### src/rtl/fcs_pkg.sv
package fcs_pkg;

  typedef enum logic [2:0] {
    SL_RESERVED = 3'd0,
    SL_STANDBY  = 3'd1,
    SL_DISABLED = 3'd2,
    SL_ENABLED  = 3'd3,
    SL_BLOCKED  = 3'd4
  } slot_state_e;

  typedef enum logic [2:0] {
    OP_CONFIGURE   = 3'd0,
    OP_DECONFIGURE = 3'd1,
    OP_UNPLUG      = 3'd2,
    OP_RESET       = 3'd3,
    OP_CREATE      = 3'd4,
    OP_ATTACH      = 3'd5,
    OP_ENABLE      = 3'd6,
    OP_BLOCK       = 3'd7
  } fcs_op_e;

  localparam logic [15:0] RC_DONE      = 16'h0010;
  localparam logic [15:0] RC_NO_ACTION = 16'h0020;
  localparam logic [15:0] RC_RESERVED  = 16'h0030;
  localparam logic [15:0] RC_UNKNOWN   = 16'h0040;
  localparam logic [15:0] RC_FULL      = 16'h0050;
  localparam logic [15:0] RC_BAD_STATE = 16'h0060;
  localparam logic [15:0] RC_PENDING   = 16'h0070;
  localparam logic [15:0] RC_IN_USE    = 16'h0080;

  localparam logic [7:0] EV_DECONF_REQ  = 8'h01;
  localparam logic [7:0] EV_FORCED_OFF  = 8'h02;
  localparam logic [7:0] EV_STBY_TO_RES = 8'h03;

endpackage

### src/rtl/fcs_prio.sv
module fcs_prio #(
  parameter int N = 4,
  parameter int W = (N > 1) ? $clog2(N) : 1
) (
  input  logic [N-1:0] req_i,
  output logic         any_o,
  output logic [W-1:0] idx_o
);

  always_comb begin
    idx_o = '0;
    for (int i = N - 1; i >= 0; i--) begin
      if (req_i[i]) idx_o = W'(i);
    end
  end

  assign any_o = |req_i;

endmodule

### src/rtl/fcs_slot_timer.sv
module fcs_slot_timer #(
  parameter int TMO_TICKS = 4,
  parameter int CW        = $clog2(TMO_TICKS + 1)
) (
  input  logic clk,
  input  logic rst_n,
  input  logic tick_i,
  input  logic arm_i,
  input  logic cancel_i,
  output logic armed_o,
  output logic due_o
);

  logic          armed_q, armed_d;
  logic [CW-1:0] cnt_q, cnt_d;
  logic          upd;

  always_comb begin
    armed_d = armed_q;
    cnt_d   = cnt_q;
    if (cancel_i) begin
      armed_d = 1'b0;
      cnt_d   = '0;
    end else if (arm_i) begin
      armed_d = 1'b1;
      cnt_d   = CW'(TMO_TICKS);
    end else if (armed_q && tick_i && cnt_q != '0) begin
      cnt_d = cnt_q - 1'b1;
    end
  end

  assign upd = cancel_i | arm_i | (armed_q & tick_i);

  always_ff @(posedge clk or negedge rst_n) begin
    if (!rst_n) begin
      armed_q <= 1'b0;
      cnt_q   <= '0;
    end else if (upd) begin
      armed_q <= armed_d;
      cnt_q   <= cnt_d;
    end
  end

  assign armed_o = armed_q;
  assign due_o   = armed_q && (cnt_q == '0);

endmodule

### src/rtl/fcs_ctrl.sv
module fcs_ctrl
  import fcs_pkg::*;
#(
  parameter int NUM_SLOTS = 4,
  parameter int FID_W     = 8,
  parameter int HANDLE_W  = 16,
  parameter int TMO_TICKS = 4
) (
  input  logic                 clk,
  input  logic                 rst_n,
  input  logic                 req_valid_i,
  output logic                 req_ready_o,
  input  logic [2:0]           req_op_i,
  input  logic [FID_W-1:0]     req_fid_i,
  output logic                 rsp_valid_o,
  output logic [15:0]          rsp_code_o,
  output logic [HANDLE_W-1:0]  rsp_handle_o,
  output logic                 evt_valid_o,
  output logic [7:0]           evt_code_o,
  output logic [FID_W-1:0]     evt_fid_o,
  input  logic                 tick_i,
  input  logic [NUM_SLOTS-1:0] irq_reg_i,
  input  logic [NUM_SLOTS-1:0] xlat_on_i,
  output logic [NUM_SLOTS-1:0] irq_dereg_o,
  output logic [NUM_SLOTS-1:0] xlat_off_o
);

  localparam int IDX_W = (NUM_SLOTS > 1) ? $clog2(NUM_SLOTS) : 1;

  slot_state_e         st_q  [NUM_SLOTS];
  slot_state_e         st_d  [NUM_SLOTS];
  logic [FID_W-1:0]    fid_q [NUM_SLOTS];
  logic [FID_W-1:0]    fid_d [NUM_SLOTS];
  logic [NUM_SLOTS-1:0] used_q, used_d, en_q, en_d;

  logic [NUM_SLOTS-1:0] match_v, free_v, due_v, armed_v, arm_v, cancel_v;
  logic                 hit, free_any, due_any;
  logic [IDX_W-1:0]     h, free_idx, due_idx;

  logic                 rsp_v_d, evt_v_d;
  logic [15:0]          rsp_code_d;
  logic [HANDLE_W-1:0]  rsp_h_d;
  logic [7:0]           evt_code_d;
  logic [FID_W-1:0]     evt_fid_d;
  logic [NUM_SLOTS-1:0] irq_d, xlat_d;

  for (genvar g = 0; g < NUM_SLOTS; g++) begin : g_slot
    assign match_v[g] = used_q[g] && (fid_q[g] == req_fid_i);
    assign free_v[g]  = ~used_q[g];
    fcs_slot_timer #(.TMO_TICKS(TMO_TICKS)) u_tmr (
      .clk(clk), .rst_n(rst_n), .tick_i(tick_i),
      .arm_i(arm_v[g]), .cancel_i(cancel_v[g]),
      .armed_o(armed_v[g]), .due_o(due_v[g])
    );
  end

  fcs_prio #(.N(NUM_SLOTS), .W(IDX_W)) u_hit  (.req_i(match_v), .any_o(hit),      .idx_o(h));
  fcs_prio #(.N(NUM_SLOTS), .W(IDX_W)) u_free (.req_i(free_v),  .any_o(free_any), .idx_o(free_idx));
  fcs_prio #(.N(NUM_SLOTS), .W(IDX_W)) u_due  (.req_i(due_v),   .any_o(due_any),  .idx_o(due_idx));

  assign req_ready_o = ~due_any;

  function automatic logic [HANDLE_W-1:0] mk_handle(input logic en, input logic [IDX_W-1:0] idx);
    logic [HANDLE_W-1:0] r;
    r = '0;
    r[HANDLE_W-1] = en;
    r[IDX_W-1:0]  = idx;
    return r;
  endfunction

  always_comb begin
    st_d = st_q; fid_d = fid_q; used_d = used_q; en_d = en_q;
    rsp_v_d = 1'b0; rsp_code_d = '0; rsp_h_d = '0;
    evt_v_d = 1'b0; evt_code_d = '0; evt_fid_d = '0;
    irq_d = '0; xlat_d = '0; arm_v = '0; cancel_v = '0;
    if (due_any) begin
      // forced release after countdown expiry
      irq_d[due_idx]    = irq_reg_i[due_idx];
      xlat_d[due_idx]   = xlat_on_i[due_idx];
      evt_v_d           = 1'b1;
      evt_code_d        = EV_FORCED_OFF;
      evt_fid_d         = fid_q[due_idx];
      cancel_v[due_idx] = 1'b1;
      used_d[due_idx] = 1'b0; fid_d[due_idx] = '0;
      st_d[due_idx]   = SL_RESERVED; en_d[due_idx] = 1'b0;
    end else if (req_valid_i) begin
      rsp_v_d = 1'b1;
      if (fcs_op_e'(req_op_i) == OP_CREATE) begin
        if (hit)            rsp_code_d = RC_IN_USE;
        else if (!free_any) rsp_code_d = RC_FULL;
        else begin
          rsp_code_d = RC_DONE;
          rsp_h_d    = mk_handle(1'b0, free_idx);
          used_d[free_idx] = 1'b1; fid_d[free_idx] = req_fid_i;
          st_d[free_idx]   = SL_RESERVED; en_d[free_idx] = 1'b0;
        end
      end else if (!hit) begin
        rsp_code_d = RC_UNKNOWN;
      end else begin
        rsp_h_d = mk_handle(en_q[h], h);
        unique case (fcs_op_e'(req_op_i))
          OP_CONFIGURE: begin
            if (st_q[h] == SL_RESERVED)     rsp_code_d = RC_RESERVED;
            else if (st_q[h] == SL_STANDBY) begin
              rsp_code_d = RC_DONE; st_d[h] = SL_DISABLED;
            end else                        rsp_code_d = RC_NO_ACTION;
          end
          OP_DECONFIGURE: begin
            if (st_q[h] == SL_RESERVED)     rsp_code_d = RC_RESERVED;
            else if (st_q[h] == SL_STANDBY) rsp_code_d = RC_NO_ACTION;
            else begin
              rsp_code_d = RC_DONE;
              rsp_h_d    = mk_handle(1'b0, h);
              irq_d[h]   = irq_reg_i[h];
              xlat_d[h]  = xlat_on_i[h];
              st_d[h]    = SL_STANDBY; en_d[h] = 1'b0;
              if (armed_v[h]) begin
                evt_v_d = 1'b1; evt_code_d = EV_STBY_TO_RES; evt_fid_d = fid_q[h];
                cancel_v[h] = 1'b1;
                used_d[h] = 1'b0; fid_d[h] = '0; st_d[h] = SL_RESERVED;
              end
            end
          end
          OP_UNPLUG: begin
            if (st_q[h] == SL_RESERVED || st_q[h] == SL_STANDBY) begin
              rsp_code_d  = RC_DONE;
              rsp_h_d     = mk_handle(1'b0, h);
              cancel_v[h] = 1'b1;
              if (st_q[h] == SL_STANDBY) begin
                evt_v_d = 1'b1; evt_code_d = EV_STBY_TO_RES; evt_fid_d = fid_q[h];
              end
              used_d[h] = 1'b0; fid_d[h] = '0; st_d[h] = SL_RESERVED; en_d[h] = 1'b0;
            end else begin
              rsp_code_d = RC_PENDING;
              arm_v[h]   = 1'b1;
              evt_v_d = 1'b1; evt_code_d = EV_DECONF_REQ; evt_fid_d = fid_q[h];
            end
          end
          OP_RESET: begin
            if (st_q[h] == SL_RESERVED) rsp_code_d = RC_NO_ACTION;
            else begin
              rsp_code_d = RC_DONE;
              irq_d[h]   = irq_reg_i[h];
              xlat_d[h]  = xlat_on_i[h];
              if (st_q[h] != SL_STANDBY) begin
                st_d[h] = SL_DISABLED; en_d[h] = 1'b0;
                rsp_h_d = mk_handle(1'b0, h);
              end
            end
          end
          OP_ATTACH: begin
            if (st_q[h] == SL_RESERVED) begin
              rsp_code_d = RC_DONE; st_d[h] = SL_STANDBY;
            end else rsp_code_d = RC_BAD_STATE;
          end
          OP_ENABLE: begin
            if (st_q[h] == SL_DISABLED) begin
              rsp_code_d = RC_DONE; st_d[h] = SL_ENABLED; en_d[h] = 1'b1;
              rsp_h_d    = mk_handle(1'b1, h);
            end else rsp_code_d = RC_BAD_STATE;
          end
          default: begin
            if (st_q[h] == SL_ENABLED) begin
              rsp_code_d = RC_DONE; st_d[h] = SL_BLOCKED;
            end else rsp_code_d = RC_BAD_STATE;
          end
        endcase
      end
    end
  end

  always_ff @(posedge clk or negedge rst_n) begin
    if (!rst_n) begin
      for (int i = 0; i < NUM_SLOTS; i++) begin
        st_q[i]  <= SL_RESERVED;
        fid_q[i] <= '0;
      end
      used_q <= '0; en_q <= '0;
      rsp_valid_o <= 1'b0; rsp_code_o <= '0; rsp_handle_o <= '0;
      evt_valid_o <= 1'b0; evt_code_o <= '0; evt_fid_o <= '0;
      irq_dereg_o <= '0; xlat_off_o <= '0;
    end else begin
      st_q <= st_d; fid_q <= fid_d; used_q <= used_d; en_q <= en_d;
      rsp_valid_o  <= rsp_v_d;
      rsp_code_o   <= rsp_code_d;
      rsp_handle_o <= rsp_h_d;
      evt_valid_o  <= evt_v_d;
      evt_code_o   <= evt_code_d;
      evt_fid_o    <= evt_fid_d;
      irq_dereg_o  <= irq_d;
      xlat_off_o   <= xlat_d;
    end
  end

endmodule

### config.mk
export PLATFORM = sky130hd
export DESIGN_NAME = fcs_ctrl
export DESIGN_NICKNAME = d
export VERILOG_FILES = /design/src/rtl/fcs_pkg.sv /design/src/rtl/fcs_prio.sv /design/src/rtl/fcs_slot_timer.sv /design/src/rtl/fcs_ctrl.sv
export SDC_FILE = /design/constraint.sdc
export NUM_CORES = 1
export LEC_CHECK = 0
export ABC_AREA = 1
export BUFFER_PORTS_ARGS = -buffer_cell sky130_fd_sc_hd__clkbuf_2
export CAP_MARGIN = 20
export CORE_MARGIN = 4
export CORE_UTILIZATION = 55
export CTS_CLUSTER_DIAMETER = 60
export DETAILED_ROUTE_END_ITERATION = 8
export HOLD_SLACK_MARGIN = 0.05
export PLACE_DENSITY = 0.75
export SLEW_MARGIN = 30
export SYNTH_ARGS = -nofsm -noshare
export SYNTH_HDL_FRONTEND = slang
export SYNTH_SLANG_ARGS = --single-unit
### constraint.sdc
create_clock -name clk -period 3 [get_ports clk]
set_input_delay 0.15 -clock clk [delete_from_list [all_inputs] [get_ports clk]]
set_output_delay 0.15 -clock clk [all_outputs]
set_load 0.05 [all_outputs]
* Yosys cells after proc, flatten, opt, wreduce, memory -nomap -nowiden
Cells that the tools add are included.
Word-level totals: register bits 126, output and inout port bits 59, word-level logic and storage cells 402
Operators by class: add/subtract/negate cells 4, magnitude comparators 12, equality and inequality tests 25, mux-type cells 217, bitwise gates (word level) 57, reduce and logical (&&, ||, !) cells 61
Operators by type and width (number):
- 32-bit two-way mux | 10
- 16-bit two-way mux | 14
- 12-bit two-way mux | 17
- 4-bit two-way mux | 50
- 8-bit two-way mux | 22
- 16-bit one-hot mux with 6 select lines | 1
- 12-bit one-hot mux with 6 select lines | 1
- 32-bit bitwise AND | 2
- 32-bit NOT | 2
- 16-bit one-hot mux with 4 select lines | 1
- 32-bit one-hot mux with 2 select lines | 1
- 3-bit two-way mux | 17
- 12-bit bitwise AND | 4
- 8-bit demux with 2-bit select | 3
- 4-bit bitwise AND | 10
- 4-bit inequality test, second input constant | 10
- 2-bit two-way mux | 18
- 12-bit NOT | 3
- 7-bit two-way mux | 5
- 8-bit binary-select mux with 2-bit select | 2
- 32-bit bitwise mux | 1
- 8-bit == test | 4
- 4-bit one-hot mux with 2 select lines | 4
- 8-bit one-hot mux with 2 select lines | 2
- 40 further kinds | 172

* Longest topological paths before layout
Gate-level depths: netlist (run 1).
depth in word-level cells 22, gate-level depth with buffers 23, gate-level depth less buffers 21

* Cells and area by module
From an unflattened synthesis (run 1), not the netlist that was laid out.
Second synthesis, totals: cells, all modules 1052, area, all modules 7138.1 µm²
Modules (own cells, without submodules):
- fcs_ctrl | instances 1, cells each 893, area each 5908.2 µm², seq. area each 1976.9 µm²
- fcs_slot_timer | instances 4, cells each 33, area each 272.8 µm², seq. area each 100.1 µm²
- fcs_prio | instances 3, cells each 9, area each 46.3 µm², seq. area each 0.0 µm²

* Worst setup path after synthesis (run 1)
Ideal clock, no wire load.
kind reg2reg, start register g_slot[0].u_tmr.cnt_q[0], end register st_q[1] in the netlist's numbering, setup time 0.117 ns, arrival 2.311 ns, required time 2.883 ns, slack 0.572 ns, cell stages (with the launch flop) 18, path buffers 2, path through dfrtp_1 inv_1 ha_1 inv_1 nor3_1 inv_2 nand2_2 nor2_4 inv_1 clkbuf_1 nor2_1 nand3_1 nand3_1 nor2_2 nand2_2 buf_6 nand2_1 nand2_1
On the way: longest elaborated chain between the ends 11, elaborated cells on any way between the ends 28, classes of those cells 2 x order compare; 10 x eq/ne; 4 x mux; 3 x bitwise; 9 x reduce/logical
RTL lines:
- start, declared | RTL line fcs_slot_timer.sv:15 | logic [CW-1:0] cnt_q, cnt_d;
- start signal, assigned | RTL line fcs_slot_timer.sv:40 | cnt_q <= cnt_d;
- 3-bit zero test (*) | RTL line fcs_slot_timer.sv:45 | assign due_o = armed_q && (cnt_q == '0);
- 1-bit logical AND (*) | RTL line fcs_slot_timer.sv:45
- 2-bit two-way mux | RTL line fcs_prio.sv:13 | if (req_i[i]) idx_o = W'(i);
- 2-bit NOT with 3-bit output (not written as such) | RTL line fcs_ctrl.sv:85 | st_d[due_idx] = SL_RESERVED; en_d[due_idx] = 1'b0;
- 3-bit greater-or-equal comparator (not written as such) / 3-bit by 1-bit less-than comparator with 1-bit output (equally long branches) | RTL line fcs_ctrl.sv:85
- 1-bit logical AND (not written as such) | RTL line fcs_ctrl.sv:85
- 3-bit two-way mux (not written as such) | RTL line fcs_ctrl.sv:85
- 3-bit demux with 2-bit select | RTL line fcs_ctrl.sv:85
- 12-bit NOT (no source line)
- 12-bit bitwise AND (no source line)
- 12-bit two-way mux | RTL line fcs_ctrl.sv:76 | if (due_any) begin
- end signal, assigned | RTL line fcs_ctrl.sv:183 | st_q <= st_d; fid_q <= fid_d; used_q <= used_d; en_q <= en_d;
- end, declared | RTL line fcs_ctrl.sv:30 | slot_state_e st_q [NUM_SLOTS];
Mark *: on every way between the ends. The rest lies on a longest branch, timed or not. A chain may end at the register's enable or synchronous reset.

* Worst setup path in the final report (run 1)
start register fid_q[23] in the netlist's numbering, end register fid_q[28] in the netlist's numbering
On the way: longest elaborated chain between the ends 19, elaborated cells on any way between the ends 38, classes of those cells 2 x order compare; 7 x eq/ne; 18 x mux; 3 x bitwise; 8 x reduce/logical
RTL lines:
- start, declared | RTL line fcs_ctrl.sv:32 | logic [FID_W-1:0] fid_q [NUM_SLOTS];
- start signal, assigned | RTL line fcs_ctrl.sv:183
- 8-bit == test (*) | RTL line fcs_ctrl.sv:48 | assign match_v[g] = used_q[g] && (fid_q[g] == req_fid_i);
- 1-bit logical AND (*) | RTL line fcs_ctrl.sv:48
- 2-bit two-way mux (2 in a row) | RTL line fcs_prio.sv:13
- 2-bit NOT with 3-bit output (not written as such)
- 3-bit greater-or-equal comparator (not written as such) / 3-bit by 1-bit less-than comparator with 1-bit output (equally long branches) | RTL line fcs_ctrl.sv:120, fcs_ctrl.sv:132
- 1-bit logical AND (not written as such) | RTL line fcs_ctrl.sv:120, fcs_ctrl.sv:132
- 8-bit two-way mux (not written as such) | RTL line fcs_ctrl.sv:120, fcs_ctrl.sv:132
- 8-bit demux with 2-bit select | RTL line fcs_ctrl.sv:120, fcs_ctrl.sv:132
- [2 not listed]
- 32-bit two-way mux | RTL line fcs_ctrl.sv:117 | if (armed_v[h]) begin
- 32-bit two-way mux | RTL line fcs_ctrl.sv:110 | else if (st_q[h] == SL_STANDBY) rsp_code_d = RC_NO_ACTION;
- 32-bit two-way mux | RTL line fcs_ctrl.sv:109 | if (st_q[h] == SL_RESERVED) rsp_code_d = RC_RESERVED;
- 32-bit one-hot mux with 2 select lines | RTL line fcs_ctrl.sv:101 | unique case (fcs_op_e'(req_op_i))
- 32-bit two-way mux | RTL line fcs_ctrl.sv:97 | end else if (!hit) begin
- 32-bit two-way mux | RTL line fcs_ctrl.sv:88 | if (fcs_op_e'(req_op_i) == OP_CREATE) begin
- 32-bit two-way mux | RTL line fcs_ctrl.sv:86 | end else if (req_valid_i) begin
- 32-bit two-way mux | RTL line fcs_ctrl.sv:76
Mark *: on every way between the ends. The rest lies on a longest branch, timed or not. The select of a mux whose other input is x is not followed.

==> impl_metrics.json, run 1 <==
{
  "outcome": "finished clean",
  "track_usage_pct": 34.7,
  "synthTopCellsByArea": "dfrtp_1 (30%), nand2_1 (14%), nand3_1 (6.9%)",
  "worstReg2RegStart": "fid_q[23]",
  "avgRoutedWirePerCell_microns": 19.7,
  "tightest_slew_ns": 0.711,
  "synth.ff_latch_count": 95,
  "synth_edf_count": 0,
  "syn-cell-area_sq_um": 7840,
  "rr_endpoint": "fid_q[28]",
  "power.total_w": 0.00658,
  "cp.required_ns": 3.24,
  "pin_count": 82,
  "syn2layout_area_growth_pct": 14.6,
  "stdcell_area_sq_um": 8990,
  "p_per_area_nw_per_um2": 732,
  "finClkSkew_ns": 0.00684,
  "crit_arrival_ns": 3.09,
  "synth_seq_area_share_pct": 30.3,
  "clock.fmax_mhz": 351,
  "ys_async_sr_fraction_pct": 100,
  "dieHeight_microns": 127,
  "dpl.hpwl_microns": 21500,
  "p_leak_nw": 4.52,
  "drcViolationCount": 0,
  "wl_microns": 28300,
  "root_buffer": "clkbuf_16",
  "via_per_inst": 5.98,
  "syn_avg_cell_area_sq_um": 6.75,
  "synth_top_area_share_pct": 30.3,
  "routabilityCongestion": 0.976,
  "ys.flop_type": "dfrtp_1",
  "yosys_warnings": 0,
  "vias": 8595,
  "diodes": 0,
  "antenna_left": 0,
  "hold_viol_final": 0,
  "grt_first_pass_wirelength_microns": 43800,
  "placed_area_sq_um": 8530,
  "cts_tree": "built",
  "synth.largest_area_cell": "dfrtp_1",
  "core_sq_um": 13900,
  "min_path_type": "input port to flop",
  "crit_chain": "inv_1 -> a21oi_1 -> nand2_1 -> nor2_1 -> nand3_1 -> nand2_1 -> nand2_4 -> nand3_1 -> nand3_1 -> nand2_2 -> nand2_1 -> nand2_1 -> buf_4 -> nand4_4 -> buf_4 -> o21ai_0 -> nand2_1",
  "drv_cap": 0,
  "cts_sinks": 95,
  "die_area_sq_um": 16200,
  "end_kind": "flop",
  "period_minus_slack_ns": 2.85,
  "cp_common_cell": "nand2_1",
  "drive_gt1_share_pct": 19.2,
  "ys_types": 54,
  "dr.pass1.iters": 5,
  "numCtsBuffers": 9,
  "whs_path_depth": 3,
  "antenna_found_initial": 0,
  "overflow": 0,
  "clock_path_buffers": 2,
  "syn_inst": 1162,
  "slowest_delay_ns": 0.38,
  "vdd_drop_max_mv": 0.470,
  "first_iter_violations": 1107,
  "slew_headroom_pct": 52.6,
  "grt_max_degree": 73,
  "finalSetupViolCount": 0,
  "r2r_slack_ns": 0.15,
  "initial_utilization_pct": 56.3,
  "hold_path_end": "xlat_off_o[3]",
  "min_from": "xlat_on_i[3]",
  "slowest_stage": "dfrtp_1",
  "worst-r2r-cell-count": 17,
  "grt_pass1_vias": 7966,
  "cts_htree_levels": 3,
  "drv_slew": 0,
  "nets": 1284,
  "nFillCells": 1301,
  "path_clk_slew_ns": 0.07,
  "clk_latency_ns": 0.36,
  "die_x_microns": 127,
  "critPathKind": "flop to flop",
  "rows": 43,
  "post-route-period-util_pct": 95.0,
  "portBuffers": 50,
  "worstSetupStartpointType": "flop",
  "path_max_fanout": 8
}
[worst max-delay path by stage]
stage / start / end / depth (start not counted)
3_3_place_gp: req_fid_i[7] / evt_fid_o[6] / 19
3_5_place_dp: fid_q[7] / evt_fid_o[6] / 18
2_1_floorplan: g_slot[0].u_tmr.cnt_q[0] / st_q[1] / 17
5_1_grt: g_slot[3].u_tmr.cnt_q[0] / evt_fid_o[2] / 13
4_1_cts: fid_q[10] / xlat_off_o[1] / 17
6_report: fid_q[23] / fid_q[28] / 17
[repair_timing]
item | CTS | global route
setup buffers | 0 | 2
resized for setup | 1 | 28
pin swaps | 0 | 3
gates cloned | 0 | 2
hold buffers | 1 | 0
endpoints found under the setup margin | 2 | 69
hold endpoints to repair | 70 | 0
[layout make-up]
| cell class | count | area, sq um | area share (%) |
|---|---|---|---|
| Timing Repair Buffer | 120 | 835 | 9.29 |
| Clock inverter | 5 | 108 | 1.20 |
| Inverter | 154 | 584 | 6.50 |
| Sequential cell | 95 | 2380 | 26.5 |
| Clock buffer | 10 | 229 | 2.55 |
| Multi-Input combinational cell | 873 | 4620 | 51.4 |
| Tap cell | 180 | 225 | 2.51 |
[stage by stage]
step / cells / util, % / worst slack, ns / hold WS (ns) / TNS, ns
2_1_floorplan: 1192 / - / 0.572 / -0.146 / 0
4_1_cts: 1433 / 63.7 / 0.0215 / 0.0597 / 0
6_report: 1437 / 64.5 / 0.150 / 0.0717 / 0
3_3_place_gp: 1417 / 61.2 / 0.0282 / 0.337 / 0
3_5_place_dp: 1417 / 61.2 / -0.000499 / 0.340 / -0.000499
5_1_grt: 1437 / 64.5 / -0.00649 / 0.0723 / -0.0112
[cell usage in the layout, fill, tap and decap left out, types with 31 or more instances in the layout]
cell | synthesis | layout
o221ai_1 | 31 | 31
o21ai_0 | 66 | 62
nor2_1 | 108 | 102
buf_4 | 40 | 65
nand2_1 | 287 | 284
a21oi_1 | 38 | 38
nand3_1 | 108 | 108
clkbuf_2 | 0 | 49
dfrtp_1 | 95 | 90
inv_1 | 128 | 127
conb_1 | 1 | 31
[Yosys cell counts (2+ instances only)]
| master | count |
|---|---|
| inv_2 | 21 |
| nor2_8 | 4 |
| o31ai_1 | 2 |
| nand2_2 | 14 |
| nor2_4 | 10 |
| a31oi_1 | 2 |
| inv_4 | 2 |
| buf_2 | 2 |
| xnor2_1 | 9 |
| nand2_4 | 6 |
| clkinv_1 | 2 |
| a22oi_1 | 4 |
| nand3_1 | 108 |
| o311ai_0 | 3 |
| dfrtp_1 | 95 |
| inv_1 | 128 |
| nand3_2 | 8 |
| o21ai_2 | 4 |
| a221o_1 | 3 |
| o22ai_1 | 19 |
| o211ai_1 | 9 |
| clkbuf_1 | 24 |
| a32oi_1 | 2 |
| and3_1 | 2 |
| o21bai_1 | 2 |
| nor2_1 | 108 |
| nand2_1 | 287 |
| ha_1 | 8 |
| nand4_1 | 24 |
| nor3_1 | 6 |
| o221ai_1 | 31 |
| a21oi_1 | 38 |
| o21ai_0 | 66 |
| nand3_4 | 2 |
| xor2_1 | 7 |
| nor2_2 | 11 |
| o32ai_1 | 3 |
| o21ai_1 | 27 |
| buf_6 | 5 |
| buf_4 | 40 |
[cells by family after synthesis]
logic type                 after synthesis  synth area share (%)
buffers and inverters                  226                  13.3
other                                    1                0.0478
xor gates and xnor gates                16                  1.79
AOI/OAI and AO/OA                      218                  17.2
muxes                                    1                 0.144
DFF                                     95                  30.3
adders and majority gates                8                  1.28
and+or+nand+nor                        597                  35.9
[power by group]
group | switching, W | internal [W] | total (W)
combinational | 0.00208 | 0.00111 | 0.00319
sequential | 0.000417 | 0.00162 | 0.00204
clock | 0.000538 | 0.000815 | 0.00135
[state kept, by name, summed over array words and instances (netlist names), named ones only]
register	count
fid_q	32
st_q	12
evt_valid_o	1
xlat_off_o	4
used_q	4
rsp_code_o	4
evt_code_o	2
rsp_valid_o	1
rsp_handle_o	3
g_slot.u_tmr.armed_o	4
evt_fid_o	8
irq_dereg_o	4
g_slot.u_tmr.cnt_q	12
[metal layers]
metal | GRT usage (%) | part of all wire, % | vias up
met4 | 13.3 | 3.3 | 0
met3 | 6.81 | 12 | 76
met2 | 50.2 | 42 | 561
met5 | 0 | 0 | -
li1 | - | - | 3987
met1 | 51.0 | 43 | 3971
[critical path: cells and delay by family, from the launching register on]
| family | cells | cell delay [ns] |
|---|---|---|
| AND/OR/NAND/NOR | 12 | 1.51 |
| buffers and inverters | 3 | 0.51 |
| flip-flops | 1 | 0.38 |
| AO/OA/AOI/OAI | 2 | 0.35 |
Note: power is estimated with default switching activity, not from simulation.
==> inputs of run 2 (changes only) <==
clock period = 3.7 ns   (was 3 ns; I/O delays follow)
==> run 2 against run 1 <==
Via count decreased by 1.8%. First-iteration DRC count grew 31%. Clock power decreased by 13%. Largest power group unchanged. Final cell count decreased by 3.9%. Critical path depth is 5 lower. Clock skew up 0.0039 ns. Die area is the same. Flip-flop and latch count did not move. Utilization is 3.7 points lower.
==> impl_metrics.json, run 2 (same netlist as run 1, synthesis figures left out) <==
{
  "fin_ws_ns": 0.355,
  "routabilityCongestion": 1.02,
  "crit_arrival_ns": 3.61,
  "worstReg2RegStart": "g_slot[2].u_tmr.cnt_q[0]",
  "clock.fmax_mhz": 299,
  "die_x_microns": 127,
  "place_ws_ns": 0.251,
  "seq_area_sq_um": 2380,
  "vdd_drop_max_mv": 0.295,
  "cp.required_ns": 3.97,
  "critPathKind": "flop to flop",
  "min_path_type": "input port to flop",
  "grt_first_pass_wirelength_microns": 41200,
  "outcome": "finished clean",
  "cts_sinks": 95,
  "first_iter_violations": 1447,
  "diodes": 0,
  "antenna_left": 0,
  "placed_cells_incl_taps": 1365,
  "nFillCells": 1364,
  "grt_max_degree": 66,
  "cp_common_cell": "inv_1",
  "most-common-layout-cells": "nand2_1 (287), inv_1 (128), nor2_1 (108), nand3_1 (108), dfrtp_1 (95)",
  "path_buf_inv": 4,
  "p_leak_nw": 4.25,
  "grt_pass1_vias": 7708,
  "cts_tree": "built",
  "drcViolationCount": 0,
  "clock_path_buffers": 2,
  "dieHeight_microns": 127,
  "vias": 8436,
  "tightest_slew_ns": 0.888,
  "numCtsBuffers": 9,
  "slew_headroom_pct": 40.8,
  "path_clk_slew_ns": 0.07,
  "slowest_stage": "inv_1",
  "syn2layout_area_growth_pct": 7.93,
  "reg.largest.list": "fid_q (32), g_slot.u_tmr.cnt_q (12), st_q (12)",
  "track_usage_pct": 32.2,
  "stdcell_area_sq_um": 8470,
  "antenna_found_initial": 0,
  "pin_count": 82,
  "via_per_inst": 6.11,
  "dr.pass1.iters": 6,
  "drive_gt1_share_pct": 14.1,
  "post_cts_buffers": 0,
  "final_common_cell": "nand2_1",
  "die_area_sq_um": 16200,
  "whs_ns": 0.103,
  "end_kind": "flop",
  "placed_area_sq_um": 8090,
  "cp.depth": 12,
  "finalSetupViolCount": 0,
  "wl_microns": 26100,
  "endpoint": "evt_fid_o[1]",
  "crit_family": "compound AO/OA/AOI/OAI gates",
  "p_per_area_nw_per_um2": 608,
  "top_register": "fid_q",
  "startpoint": "g_slot[2].u_tmr.cnt_q[0]",
  "finClkSkew_ns": 0.0107,
  "worst-r2r-cell-count": 12,
  "overflow": 0,
  "clk_latency_ns": 0.36,
  "r2r_slack_ns": 0.35,
  "dpl.hpwl_microns": 19600,
  "setup-tns-final_ns": 0,
  "slowest_delay_ns": 0.45,
  "post-route-period-util_pct": 90.4,
  "rsz0062_at_grt": "false",
  "crit_chain": "inv_1 -> ha_1 -> nand2_1 -> nor2_1 -> inv_1 -> a21oi_2 -> inv_1 -> nor2_1 -> inv_1 -> o22ai_1 -> o21ai_0 -> o21ai_1",
  "nets": 1228,
  "worstSetupStartpointType": "flop",
  "avgRoutedWirePerCell_microns": 18.9,
  "cts_htree_levels": 3,
  "path_max_fanout": 21,
  "initial_utilization_pct": 56.3,
  "rr_endpoint": "evt_fid_o[1]",
  "period_minus_slack_ns": 3.35,
  "fin_cells": 1381,
  "drv_slew": 0,
  "largest_register_ffs": 32,
  "hold_viol_final": 0,
  "portBuffers": 50,
  "root_buffer": "clkbuf_16",
  "drv_cap": 0,
  "rows": 43,
  "core_sq_um": 13900,
  "multi_input_area_sq_um": 4540
}
==> run 2: worst min-delay path by stage <==
| stage | from | end | slack (ns) | cells after the start |
|---|---|---|---|---|
| after floorplan | rst_n | asynchronous set/reset pin | -0.11 | 0 |
| after global placement | rst_n | fid_q[9] | 0.34 | 1 |
| after detailed placement | rst_n | fid_q[9] | 0.36 | 1 |
| after CTS | xlat_on_i[2] | xlat_off_o[2] | 0.09 | 3 |
| after global routing | xlat_on_i[2] | xlat_off_o[2] | 0.12 | 3 |
| final | xlat_on_i[2] | xlat_off_o[2] | 0.10 | 3 |
==> run 2: stage by stage <==
stage	utilization [%]	total power, W
2_1_floorplan	-	0.00333
3_3_place_gp	58.0	0.00387
3_5_place_dp	58.0	0.00389
4_1_cts	60.7	0.00506
5_1_grt	60.8	0.00546
6_report	60.8	0.00515
==> run 2: area by class of cell <==
type,instances,area share [%]
Clock buffer,9,2.66
Clock inverter,6,1.66
Inverter,154,6.90
Multi-Input combinational cell,871,53.6
Sequential cell,95,28.1
Tap cell,180,2.66
Timing Repair Buffer,66,4.43
==> run 2: repair_timing <==
| item | in CTS | in global routing |
|---|---|---|
| hold endpoints to repair | 64 | 0 |
| gates resized for setup | 0 | 1 |
| hold buffers | 1 | 0 |
| endpoints found under the setup margin | 0 | 10 |
==> run 2: metal layers <==
| layer | track usage [%] | part of all wire, % | up-vias | wire length [microns] |
|---|---|---|---|---|
| li1 | - | - | 3874 | - |
| met4 | 11.2 | 2.6 | 0 | 675 |
| met3 | 8.24 | 14 | 68 | 3710 |
| met5 | 0 | 0 | - | 0 |
| met1 | 47.2 | 42 | 3860 | 10900 |
| met2 | 46.0 | 41 | 634 | 10800 |
==> run 2: power by group <==
group	internal, W	switching [W]	total (W)
clock	0.000733	0.000445	0.00118
combinational	0.000712	0.00160	0.00232
sequential	0.00131	0.000347	0.00166
total	0.00275	0.00240	0.00515
==> run 2: tightest hold or removal path: cells and delay by family <==
family,cells,cell delay [ns]
AND/OR/NAND/NOR,1,0.06
buffers and inverters,1,0.09
AO/OA/AOI/OAI,1,0.08
==> inputs of run 3 (changes only) <==
PLACE_DENSITY = 0.76   (was 0.75)
SYNTH_HIERARCHICAL = 1   (was not set)
==> run 3 against run 2 <==
Fmax decreased by 3.1%. Critical endpoint is now fid_q[3]. Wire length decreased by 13%. Register-to-register slack lost 0.11 ns. Combinational power is 79% lower. Die area is 8.4% lower. Clock power down 22%. Final cell count decreased by 5.8%. Utilization up 2.4 points. Highest routed layer unchanged. Clock skew up 0.0031 ns.
==> impl_metrics.json, run 3 <==
{
  "grt_first_pass_wirelength_microns": 36100,
  "crit_arrival_ns": 3.71,
  "hold_viol_final": 0,
  "syn-cell-area_sq_um": 7140,
  "clock_path_buffers": 2,
  "cp_common_cell": "nand2_1",
  "path_clk_slew_ns": 0.07,
  "cts_sinks": 95,
  "critPathKind": "flop to flop",
  "ys.flop_type": "dfrtp_1",
  "yosys_warnings": 6,
  "ys_types": 41,
  "grt_max_degree": 45,
  "vdd_drop_max_mv": 0.297,
  "power.total_w": 0.00252,
  "most-common-layout-cells": "nand2_1 (318), nand3_1 (119), inv_1 (108)",
  "vias": 7566,
  "wl_microns": 22800,
  "tightest_slew_ns": 0.631,
  "syn_inst": 1052,
  "fin_ws_ns": 0.249,
  "core_sq_um": 12700,
  "hold_path_end": "rsp_valid_o",
  "numCtsBuffers": 9,
  "slowest_stage": "dfrtp_1",
  "busiest_layer": "met2",
  "finalSetupViolCount": 0,
  "stdcell_area_sq_um": 8010,
  "antenna_found_initial": 0,
  "min_path_type": "input port to flop",
  "routabilityCongestion": 1.03,
  "place_ws_ns": 0.220,
  "synthTopCellsByArea": "dfrtp_1 (33%), nand2_1 (17%), nand3_1 (8.3%)",
  "placed_cells_incl_taps": 1284,
  "synth.largest_area_cell": "dfrtp_1",
  "overflow": 0,
  "grt_pass1_vias": 6837,
  "final_common_cell": "nand2_1",
  "worst-r2r-cell-count": 18,
  "min_from": "req_valid_i",
  "path_buf_inv": 1,
  "die_area_sq_um": 14900,
  "antenna_left": 0,
  "pin_count": 82,
  "drive_gt1_share_pct": 15.8,
  "p_leak_nw": 4.29,
  "use_met1_pct": 42.8,
  "reg.largest.list": "fid_q (32), g_slot.u_tmr/cnt_q (12), st_q (12)",
  "cp.required_ns": 3.96,
  "synth.ff_latch_count": 95,
  "drcViolationCount": 0,
  "dpl.hpwl_microns": 16700,
  "initial_utilization_pct": 56.3,
  "crit_family": "simple AND/OR/NAND/NOR gates",
  "path_max_fanout": 13,
  "avgRoutedWirePerCell_microns": 17.5,
  "clock.fmax_mhz": 290,
  "syn_avg_cell_area_sq_um": 6.79,
  "first_iter_violations": 915,
  "cts_htree_levels": 3,
  "whs_path_depth": 3,
  "worstSetupStartpointType": "flop",
  "crit_chain": "xor2_1 -> a221oi_1 -> nand3_1 -> nor4_2 -> nand2_1 -> a21oi_4 -> inv_2 -> nand3_1 -> nand2_1 -> nor2_4 -> nand2_4 -> nand3_2 -> nand2_2 -> nor2_8 -> and2_4 -> nand2_2 -> nand2_1 -> nand2_1",
  "top_register": "fid_q",
  "use_met2_pct": 46.8,
  "slowest_delay_ns": 0.43,
  "rows": 41,
  "largest_register_ffs": 32,
  "rsz0062_at_grt": "false",
  "die_x_microns": 122,
  "ys_async_sr_fraction_pct": 100,
  "fin_cells": 1301,
  "post-route-period-util_pct": 93.3,
  "end_kind": "flop",
  "outcome": "finished clean",
  "portBuffers": 50,
  "syn2layout_area_growth_pct": 12.1,
  "dr.pass1.iters": 6,
  "synth_edf_count": 0,
  "slew_headroom_pct": 57.9,
  "track_usage_pct": 31.2,
  "r2r_slack_ns": 0.25,
  "nets": 1155,
  "period_minus_slack_ns": 3.45,
  "setup-tns-final_ns": 0,
  "synthMostInstantiatedCell": "nand2_1",
  "rr_endpoint": "fid_q[3]",
  "cts_tree": "built",
  "met3_usage_pct": 8.08,
  "clk_latency_ns": 0.37,
  "synth_top_area_share_pct": 33.3,
  "drv_slew": 0,
  "drv_cap": 0,
  "p_per_area_nw_per_um2": 315,
  "worstReg2RegStart": "fid_q[6]",
  "netlist_top_cells_count": "nand2_1 (318), nand3_1 (119), inv_1 (108)",
  "via_per_inst": 5.82,
  "synth_seq_area_share_pct": 33.3,
  "root_buffer": "clkbuf_16",
  "dieHeight_microns": 122,
  "diodes": 0,
  "finClkSkew_ns": 0.0138,
  "placed_area_sq_um": 7670
}
run 3: cell types whose count changed in the layout (fill, tap and decap cells not counted), sizes merged, moves of 9 or more:
cell	change
a221oi	+18
buf	+28
inv	-25
nand2	+31
nor2	-60
o21ai	-32
o221ai	-25
xnor2	-9
run 3: cells by family (layout without fill, tap and decap cells):
family	Yosys count	in the layout	synth area share, %
simple gates	575	575	36.8
buf+inv	196	243	12.4
compound gates	164	164	14.4
flops	95	95	33.3
xor+xnor	13	13	1.60
fa+ha+maj	8	8	1.40
other cells	1	31	0.0525
run 3: area by class of cell:
type | count | area, sq um
Timing Repair Buffer | 94 | 598
Clock buffer | 9 | 225
Inverter | 133 | 504
Multi-Input combinational cell | 791 | 4020
Fill cell | 1194 | 4670
Sequential cell | 95 | 2380
Clock inverter | 7 | 68.8
Tap cell | 172 | 215
run 3: where the power goes:
group	internal [W]	switching (W)
clock	0.000471	0.000452
sequential	0.00107	0.0000472
combinational	0.000128	0.000353
run 3: worst max path at each step:
stage                    from                  endpoint  slack, ns  depth (start not counted)
detailed placement   fid_q[6]                  fid_q[3]       0.22                         18
finish               fid_q[6]                  fid_q[3]       0.25                         18
global route         fid_q[3]  g_slot[1].u_tmr/cnt_q[0]      0.009                         20
CTS                  fid_q[6]                  fid_q[3]       0.20                         18
floorplan           fid_q[26]  g_slot[1].u_tmr/cnt_q[0]       0.66                         16
global placement     fid_q[6]                  fid_q[3]       0.26                         18
run 3: timing repair:
action,CTS,global route
hold buffers,1,0
setup endpoints to repair,0,54
resized for setup,0,6
endpoints found under the hold margin,95,0
buffers inserted,0,0
run 3: per-layer routing:
metal,part of all wire [%],vias up
li1,-,3562
met1,41,3427
met2,44,483
met3,12,94
met4,3.7,0
met5,0,-
run 3: worst register-to-register path, delay by kind of cell, from the launching register on:
kind | cells | cell delay (ns)
compound gates | 2 | 0.49
flops | 1 | 0.43
simple gates | 14 | 2.10
xor+xnor | 1 | 0.18
buf+inv | 1 | 0.13
run 3: through the flow:
stage	utilization, %	hold WS [ns]
CTS	62.9	0.0715
global placement	60.5	0.00559
global route	63.2	0.0945
floorplan	-	-0.111
detailed placement	60.5	0.00640
finish	63.2	0.0805
